### config.mk
export PLATFORM = sky130hd
export DESIGN_NAME = mem_cmd_proc
export DESIGN_NICKNAME = d
export VERILOG_FILES = /design/src/rtl/mcp_pkg.sv /design/src/rtl/mcp_store.sv /design/src/rtl/mcp_busy_timer.sv /design/src/rtl/mcp_ctrl.sv /design/src/rtl/mem_cmd_proc.sv
export SDC_FILE = /design/constraint.sdc
export NUM_CORES = 2
export LEC_CHECK = 0
export CAP_MARGIN = 20
export CORE_MARGIN = 3
export CORE_UTILIZATION = 45
export CTS_BUF_LIST = sky130_fd_sc_hd__clkbuf_8
export CTS_CLUSTER_DIAMETER = 80
export DETAILED_ROUTE_END_ITERATION = 8
export DONT_BUFFER_PORTS = 1
export PLACE_DENSITY = 0.71
export SETUP_SLACK_MARGIN = 0.2
export SYNTH_ARGS = -nofsm -noshare
export SYNTH_HDL_FRONTEND = slang
export SYNTH_SLANG_ARGS = --single-unit
### constraint.sdc
create_clock -name clk -period 104.9 [get_ports clk]
set_input_delay 0 -clock clk [delete_from_list [all_inputs] [get_ports clk]]
set_output_delay 0 -clock clk [all_outputs]
set_load 0.02 [all_outputs]
### src/rtl/mcp_pkg.sv
package mcp_pkg;

    localparam logic [7:0] CMD_WR_DSP  = 8'h0F;
    localparam logic [7:0] CMD_RD_DSP  = 8'hAA;
    localparam logic [7:0] CMD_LOAD_RD = 8'hF0;
    localparam logic [7:0] CMD_COMMIT  = 8'h55;
    localparam logic [7:0] CMD_WR_RSP  = 8'h99;
    localparam logic [7:0] CMD_RD_REG  = 8'hC3;
    localparam logic [7:0] CMD_LOCK    = 8'h5A;
    localparam logic [7:0] CMD_STATUS  = 8'h66;

    localparam logic [7:0] KEY_COMMIT  = 8'hA5;
    localparam logic [7:0] KEY_STATUS  = 8'h00;

    localparam logic [7:0] STAT_OPEN   = 8'hFF;
    localparam logic [7:0] STAT_SEALED = 8'hFC;

    typedef enum logic [2:0] {
        PH_IDLE, PH_CMD, PH_ADDR, PH_WRITE, PH_READ, PH_KEY, PH_STAT, PH_HALT
    } phase_e;

    typedef enum logic [2:0] {
        OP_NONE, OP_WR_DATA, OP_RD_DATA, OP_COPY_DATA,
        OP_WR_REG, OP_RD_REG, OP_LOCK_REG, OP_STATUS
    } op_e;

    // One-cycle request from the command sequencer to the storage
    typedef struct packed {
        logic       wr_dsp;
        logic       wr_rsp;
        logic       load_dsp;
        logic       commit_dm;
        logic       commit_app;
        logic [7:0] addr;
        logic [7:0] data;
    } store_req_t;

    function automatic logic [7:0] status_of(input logic sealed);
        return sealed ? STAT_SEALED : STAT_OPEN;
    endfunction

    function automatic logic [7:0] wrap_inc(input logic [7:0] a, input int unsigned size);
        return 8'((32'(a) + 32'd1) % size);
    endfunction

    function automatic logic [7:0] fold(input logic [7:0] a, input int unsigned size);
        return 8'(32'(a) % size);
    endfunction

endpackage

### src/rtl/mcp_store.sv
module mcp_store
    import mcp_pkg::*;
#(
    parameter int unsigned DATA_BYTES = 32,
    parameter int unsigned REG_BYTES  = 8
) (
    input  logic       clk,
    input  logic       rst,
    input  store_req_t req_i,
    output logic       locked_o,
    output logic [7:0] rd_dsp_o,
    output logic [7:0] rd_reg_o
);
    localparam int unsigned DAW = (DATA_BYTES > 1) ? $clog2(DATA_BYTES) : 1;
    localparam int unsigned RAW = (REG_BYTES > 1) ? $clog2(REG_BYTES) : 1;

    logic [DATA_BYTES-1:0][7:0] dm_q, dsp_q;
    logic [REG_BYTES-1:0][7:0]  app_q, rsp_q;
    logic                       locked_q;

    logic [DAW-1:0] d_idx;
    logic [RAW-1:0] r_idx;

    assign d_idx = DAW'(32'(req_i.addr) % DATA_BYTES);
    assign r_idx = RAW'(32'(req_i.addr) % REG_BYTES);

    always_ff @(posedge clk) begin
        if (rst) begin
            dm_q     <= '0;
            dsp_q    <= '0;
            app_q    <= '0;
            rsp_q    <= '0;
            locked_q <= 1'b0;
        end else begin
            if (req_i.load_dsp)
                dsp_q <= dm_q;
            else if (req_i.wr_dsp)
                dsp_q[d_idx] <= req_i.data;
            if (req_i.commit_dm)
                dm_q <= dsp_q;
            if (req_i.wr_rsp && !locked_q)
                rsp_q[r_idx] <= req_i.data;
            if (req_i.commit_app && !locked_q) begin
                app_q    <= rsp_q;
                locked_q <= 1'b1;
            end
        end
    end

    assign locked_o = locked_q;
    assign rd_dsp_o = dsp_q[d_idx];
    assign rd_reg_o = locked_q ? app_q[r_idx] : rsp_q[r_idx];


    lock_sticky_chk: assert property (@(posedge clk) disable iff (rst)
        locked_q |=> locked_q);

    app_frozen_chk: assert property (@(posedge clk) disable iff (rst)
        locked_q |=> $stable(app_q));

    rsp_discard_chk: assert property (@(posedge clk) disable iff (rst)
        (req_i.wr_rsp && locked_q) |=> $stable(rsp_q));

    dm_hold_chk: assert property (@(posedge clk) disable iff (rst)
        !req_i.commit_dm |=> $stable(dm_q));

endmodule

### src/rtl/mcp_busy_timer.sv
module mcp_busy_timer #(
    parameter int unsigned COPY_CYCLES = 500000
) (
    input  logic clk,
    input  logic rst,
    input  logic start_i,
    output logic busy_o
);
    localparam int unsigned CW = $clog2(COPY_CYCLES + 1);

    logic [CW-1:0] cnt_q;

    always_ff @(posedge clk) begin
        if (rst)
            cnt_q <= '0;
        else if (start_i)
            cnt_q <= CW'(COPY_CYCLES);
        else if (cnt_q != '0)
            cnt_q <= cnt_q - 1'b1;
    end

    assign busy_o = (cnt_q != '0);


    busy_rise_chk: assert property (@(posedge clk) disable iff (rst)
        start_i |=> busy_o);

endmodule

### src/rtl/mcp_ctrl.sv
module mcp_ctrl
    import mcp_pkg::*;
#(
    parameter int unsigned DATA_BYTES = 32,
    parameter int unsigned REG_BYTES  = 8
) (
    input  logic       clk,
    input  logic       rst,
    input  logic       start_i,
    input  logic       bus_rst_i,
    input  logic       rx_valid_i,
    input  logic [7:0] rx_byte_i,
    input  logic       tx_req_i,
    input  logic       busy_i,
    input  logic       locked_i,
    input  logic [7:0] rd_dsp_i,
    input  logic [7:0] rd_reg_i,
    output store_req_t req_o,
    output logic       tx_valid_o,
    output logic [7:0] tx_byte_o
);
    phase_e     phase_q;
    op_e        op_q;
    logic [7:0] addr_q;

    function automatic int unsigned region_of(input op_e op);
        return (op == OP_WR_REG || op == OP_RD_REG) ? REG_BYTES : DATA_BYTES;
    endfunction

    always_comb begin
        req_o      = '0;
        req_o.addr = addr_q;
        req_o.data = rx_byte_i;
        if (rx_valid_i && !bus_rst_i) begin
            unique case (phase_q)
                PH_CMD:   req_o.load_dsp = (rx_byte_i == CMD_LOAD_RD);
                PH_WRITE: begin
                    req_o.wr_dsp = (op_q == OP_WR_DATA);
                    req_o.wr_rsp = (op_q == OP_WR_REG);
                end
                PH_KEY: begin
                    req_o.commit_dm  = (op_q == OP_COPY_DATA) && (rx_byte_i == KEY_COMMIT);
                    req_o.commit_app = (op_q == OP_LOCK_REG) && (rx_byte_i == KEY_COMMIT);
                end
                default: ;
            endcase
        end
    end

    always_ff @(posedge clk) begin
        tx_valid_o <= 1'b0;
        if (rst) begin
            phase_q   <= PH_IDLE;
            op_q      <= OP_NONE;
            addr_q    <= '0;
            tx_byte_o <= '0;
        end else if (bus_rst_i) begin
            phase_q <= PH_IDLE;
        end else if (start_i && !busy_i) begin
            phase_q <= PH_CMD;
        end else begin
            unique case (phase_q)
                PH_CMD: if (rx_valid_i) begin
                    phase_q <= PH_ADDR;
                    unique case (rx_byte_i)
                        CMD_WR_DSP:  op_q <= OP_WR_DATA;
                        CMD_RD_DSP,
                        CMD_LOAD_RD: op_q <= OP_RD_DATA;
                        CMD_WR_RSP:  op_q <= OP_WR_REG;
                        CMD_RD_REG:  op_q <= OP_RD_REG;
                        CMD_COMMIT:  begin op_q <= OP_COPY_DATA; phase_q <= PH_KEY; end
                        CMD_LOCK:    begin op_q <= OP_LOCK_REG;  phase_q <= PH_KEY; end
                        CMD_STATUS:  begin op_q <= OP_STATUS;    phase_q <= PH_KEY; end
                        default:     begin op_q <= OP_NONE;      phase_q <= PH_HALT; end
                    endcase
                end
                PH_ADDR: if (rx_valid_i) begin
                    addr_q  <= fold(rx_byte_i, region_of(op_q));
                    phase_q <= (op_q == OP_WR_DATA || op_q == OP_WR_REG) ? PH_WRITE : PH_READ;
                end
                PH_WRITE: if (rx_valid_i)
                    addr_q <= wrap_inc(addr_q, region_of(op_q));
                PH_READ: if (tx_req_i) begin
                    tx_valid_o <= 1'b1;
                    tx_byte_o  <= (op_q == OP_RD_REG) ? rd_reg_i : rd_dsp_i;
                    addr_q     <= wrap_inc(addr_q, region_of(op_q));
                end
                PH_KEY: if (rx_valid_i)
                    phase_q <= (op_q == OP_STATUS && rx_byte_i == KEY_STATUS) ? PH_STAT : PH_HALT;
                PH_STAT: if (tx_req_i) begin
                    tx_valid_o <= 1'b1;
                    tx_byte_o  <= status_of(locked_i);
                end
                default: ;
            endcase
        end
    end


    busy_quiet_chk: assert property (@(posedge clk) disable iff (rst)
        busy_i |-> !(req_o.wr_dsp || req_o.wr_rsp || req_o.load_dsp || tx_valid_o));

    tx_after_req_chk: assert property (@(posedge clk) disable iff (rst)
        tx_valid_o |-> $past(tx_req_i));

endmodule

### src/rtl/mem_cmd_proc.sv
module mem_cmd_proc
    import mcp_pkg::*;
#(
    parameter int unsigned DATA_BYTES  = 32,
    parameter int unsigned REG_BYTES   = 8,
    parameter int unsigned COPY_CYCLES = 500000
) (
    input  logic       clk,
    input  logic       rst,
    input  logic       start_i,
    input  logic       bus_rst_i,
    input  logic       rx_valid_i,
    input  logic [7:0] rx_byte_i,
    input  logic       tx_req_i,
    output logic       tx_valid_o,
    output logic [7:0] tx_byte_o,
    output logic       busy_o
);
    store_req_t req;
    logic       locked;
    logic [7:0] rd_dsp, rd_reg;
    logic       copy_go;

    mcp_ctrl #(.DATA_BYTES(DATA_BYTES), .REG_BYTES(REG_BYTES)) u_ctrl (
        .clk        (clk),
        .rst        (rst),
        .start_i    (start_i),
        .bus_rst_i  (bus_rst_i),
        .rx_valid_i (rx_valid_i),
        .rx_byte_i  (rx_byte_i),
        .tx_req_i   (tx_req_i),
        .busy_i     (busy_o),
        .locked_i   (locked),
        .rd_dsp_i   (rd_dsp),
        .rd_reg_i   (rd_reg),
        .req_o      (req),
        .tx_valid_o (tx_valid_o),
        .tx_byte_o  (tx_byte_o)
    );

    mcp_store #(.DATA_BYTES(DATA_BYTES), .REG_BYTES(REG_BYTES)) u_store (
        .clk      (clk),
        .rst      (rst),
        .req_i    (req),
        .locked_o (locked),
        .rd_dsp_o (rd_dsp),
        .rd_reg_o (rd_reg)
    );

    assign copy_go = req.commit_dm || (req.commit_app && !locked);

    mcp_busy_timer #(.COPY_CYCLES(COPY_CYCLES)) u_timer (
        .clk     (clk),
        .rst     (rst),
        .start_i (copy_go),
        .busy_o  (busy_o)
    );

endmodule

==> results_dict.tcl <==
set metrics [dict create \
    post_drt_via_cell_ratio 6.31 \
    p_leak_nw 15.7 \
    dp_slack_ps 54110 \
    post_cts_buffers 0 \
    die-area_um2 101000 \
    cts_inserted_buffers 112 \
    powerDensity_nw_per_um2 29.5 \
    fin_skew_ps 46.7 \
    synthFlopType "dfxtp_1" \
    yosys.area.top_type "dfxtp_1" \
    cts-root-buf "clkbuf_8" \
    yosysWarnings 0 \
    antenna_found_initial 3 \
    synthTopCellsByCount "nand2_1, dfxtp_1, a21oi_1, nor2_1, clkbuf_1" \
    cp.required_ps 105500 \
    grt_pass1_wl_um 220000 \
    synth_top_area_share_pct 31.3 \
    die_width_um 318 \
    clk_path_buf_depth 3 \
    drt-initial-drc-count 4944 \
    hp-class "in -> reg" \
    grt_overflow 0 \
    fin_setup_tns_ps 0 \
    p_switching_w 0.000715 \
    slowest_stage "a22oi_1" \
    slew_headroom_pct 12.8 \
    period_minus_slack_ps 51790 \
    syn-cell-area_um2 43700 \
    end_kind "register" \
    die_h_um 318 \
    dr.pass1.iters 8 \
    ios 24 \
    rsz0062_at_grt "false" \
    cp_common_cell "ha_1" \
    crit_family "simple AND/OR/NAND/NOR gates" \
    slew_viol_final 0 \
    drc 0 \
    hold_viol 0 \
    path_class "reg -> reg" \
    synth_edf_count 0 \
    p_comb_share_pct 63.8 \
    period_share_pct 49.4 \
    syn2layout_area_growth_pct 7.77 \
    swShare_pct 51.5 \
    drive_above_1_share_pct 8.69 \
    grt_max_degree 673 \
    initial_core_util_pct 45.7 \
    peakVddDrop_mv 0.0281 \
    tightest_slew_ps 1310 \
    clk_latency_ps 740 \
    synth.most_common_cell "nand2_1" \
    dp_hpwl_um 89000 \
    synth_cell_types 137 \
    fp.coreArea_um2 95600 \
    port-buffer-count 0 \
    syn_area_per_cell_um2 7.58 \
    clkPwrFrac_pct 17.0 \
    grt_usage_pct 25.9 \
    num_rows 113 \
    ys_ff_latch 683 \
    vias 43900 \
    cap_viol_max_count 0 \
    fin_ws_ps 53110 \
    cts_resized 0 \
    critPathBufInv 6 \
    clk_pin_slew_ps 60 \
    setup_viol 0 \
    fmax_mhz 19.3 \
    sequentialPowerShare_pct 19.1 \
    syn_inst 5764 \
    fillers 9366 \
    cp.arrival_ps 52390 \
    p_int_w 0.000673 \
    status "finished clean" \
    cts.sinks 683 \
    yosysSeqAreaShare_pct 31.3 \
    drt.antenna.violating_nets 0 \
    cp-start-kind "register" \
    gp_congestion 0.972 \
    grt_pass1_vias 39900 \
    final_nets 5680 \
    routedWlPerCell_um 19.8 \
    crit_fanout 14 \
    slowest_delay_ps 720 \
    ys_async_sr_fraction_pct 0 \
    yosys-top-cells-area "dfxtp_1, nand2_1, a21oi_1" \
    htreeDepth 3 \
    wirelength_um 138000 \
    cts_tree "built" \
]
## power by group through the flow
stage	Combinational, W	Sequential, W	Clock (W)
3_5_place_dp	0.000839	0.000271	0
4_1_cts	0.000854	0.000265	0.000239
3_3_place_gp	0.000839	0.000271	0
5_1_grt	0.000960	0.000266	0.000252
2_1_floorplan	0.000658	0.000270	0
6_report	0.000886	0.000266	0.000237
## through the flow
| step | utilization, % | total power [W] | std cells | hold slack, ps | cell area [um2] |
|---|---|---|---|---|---|
| after floorplan | - | 0.000928 | 5785 | 78.5 | 43800 |
| after global placement | 46.2 | 0.00111 | 6715 | 82.3 | 44200 |
| after detailed placement | 46.2 | 0.00111 | 6715 | 89.3 | 44200 |
| after CTS | 49.1 | 0.00136 | 6950 | 81.3 | 46900 |
| after global routing | 49.3 | 0.00148 | 6961 | 121 | 47100 |
| final | 49.3 | 0.00139 | 6961 | 116 | 47100 |
## routing by layer
layer  vias to the layer above  routed length, um  GRT usage, %
li1                      20600                  -             -
met1                     21100              60000          36.7
met2                      1946              61500          40.0
met3                       271              11600          3.59
met4                         2               4790          9.33
met5                         -                 14             0
## worst min-delay path, delay by kind of cell
kind,cells,cell delay [ps]
buffers and inverters,2,780
AO/OA/AOI/OAI,1,40
## registers in the layout, indices dropped and copies added (netlist names)
register	count
u_store.dsp_q	256
u_store.dm_q	256
u_ctrl.phase_q	3
u_ctrl.tx_valid_o	1
u_ctrl.tx_byte_o	8
u_ctrl.addr_q	8
u_ctrl.op_q	3
u_timer.cnt_q	19
u_store.locked_o	1
u_store.app_q	64
u_store.rsp_q	64
## final timing paths
| check | start | end | depth (start not counted) | slack [ps] |
|---|---|---|---|---|
| setup / recovery | u_ctrl.op_q[2] | u_ctrl.addr_q[4] | 193 | 53110 |
| hold / removal | rst | u_store.rsp_q[56] | 3 | 120 |
| setup reg to reg | u_ctrl.op_q[2] | u_ctrl.addr_q[4] | 193 | 53110 |
| hold reg to reg | u_store.dm_q[251] | u_store.dm_q[251] | 2 | 450 |
## kinds of logic after synthesis
| logic type | share of synthesized area [%] |
|---|---|
| buffers and inverters | 4.00 |
| DFF | 31.3 |
| other | 0.00858 |
| AOI/OAI and AO/OA | 24.1 |
| adders and majority gates | 1.74 |
| muxes | 8.00 |
| xor gates and xnor gates | 3.02 |
| and+or+nand+nor | 27.8 |
## layout make-up
class | count | area (um2) | share of cell area (%)
repair buffers | 80 | 931 | 1.98
multi-input cells | 4674 | 28400 | 60.3
well taps | 1265 | 1580 | 3.36
flip-flops and latches | 683 | 13700 | 29.1
inverters | 55 | 206 | 0.438
clock buffers | 142 | 1950 | 4.15
clock inverters | 61 | 332 | 0.704
diodes | 1 | 2.50 | 0.00531
## repair_timing
| action | in CTS | in global routing |
|---|---|---|
| endpoints found under the setup margin | 0 | 0 |
| endpoints found under the hold margin | 683 | 20 |
| hold buffers | 32 | 4 |
## cell usage in the layout, fill, tap and decap left out, types with 62 or more instances in the layout
| cell type | count |
|---|---|
| nand2_1 | 1332 |
| dfxtp_1 | 680 |
| a21oi_1 | 588 |
| nor2_1 | 512 |
| nand3_1 | 215 |
| o21ai_0 | 142 |
| clkbuf_8 | 142 |
| a31oi_1 | 122 |
| mux4_2 | 120 |
| a311oi_1 | 113 |
| nor3_1 | 109 |
| xnor2_1 | 97 |
| inv_1 | 91 |
| a211oi_1 | 86 |
| and2_1 | 62 |
No activity file was read; power rests on OpenSTA's default activity.
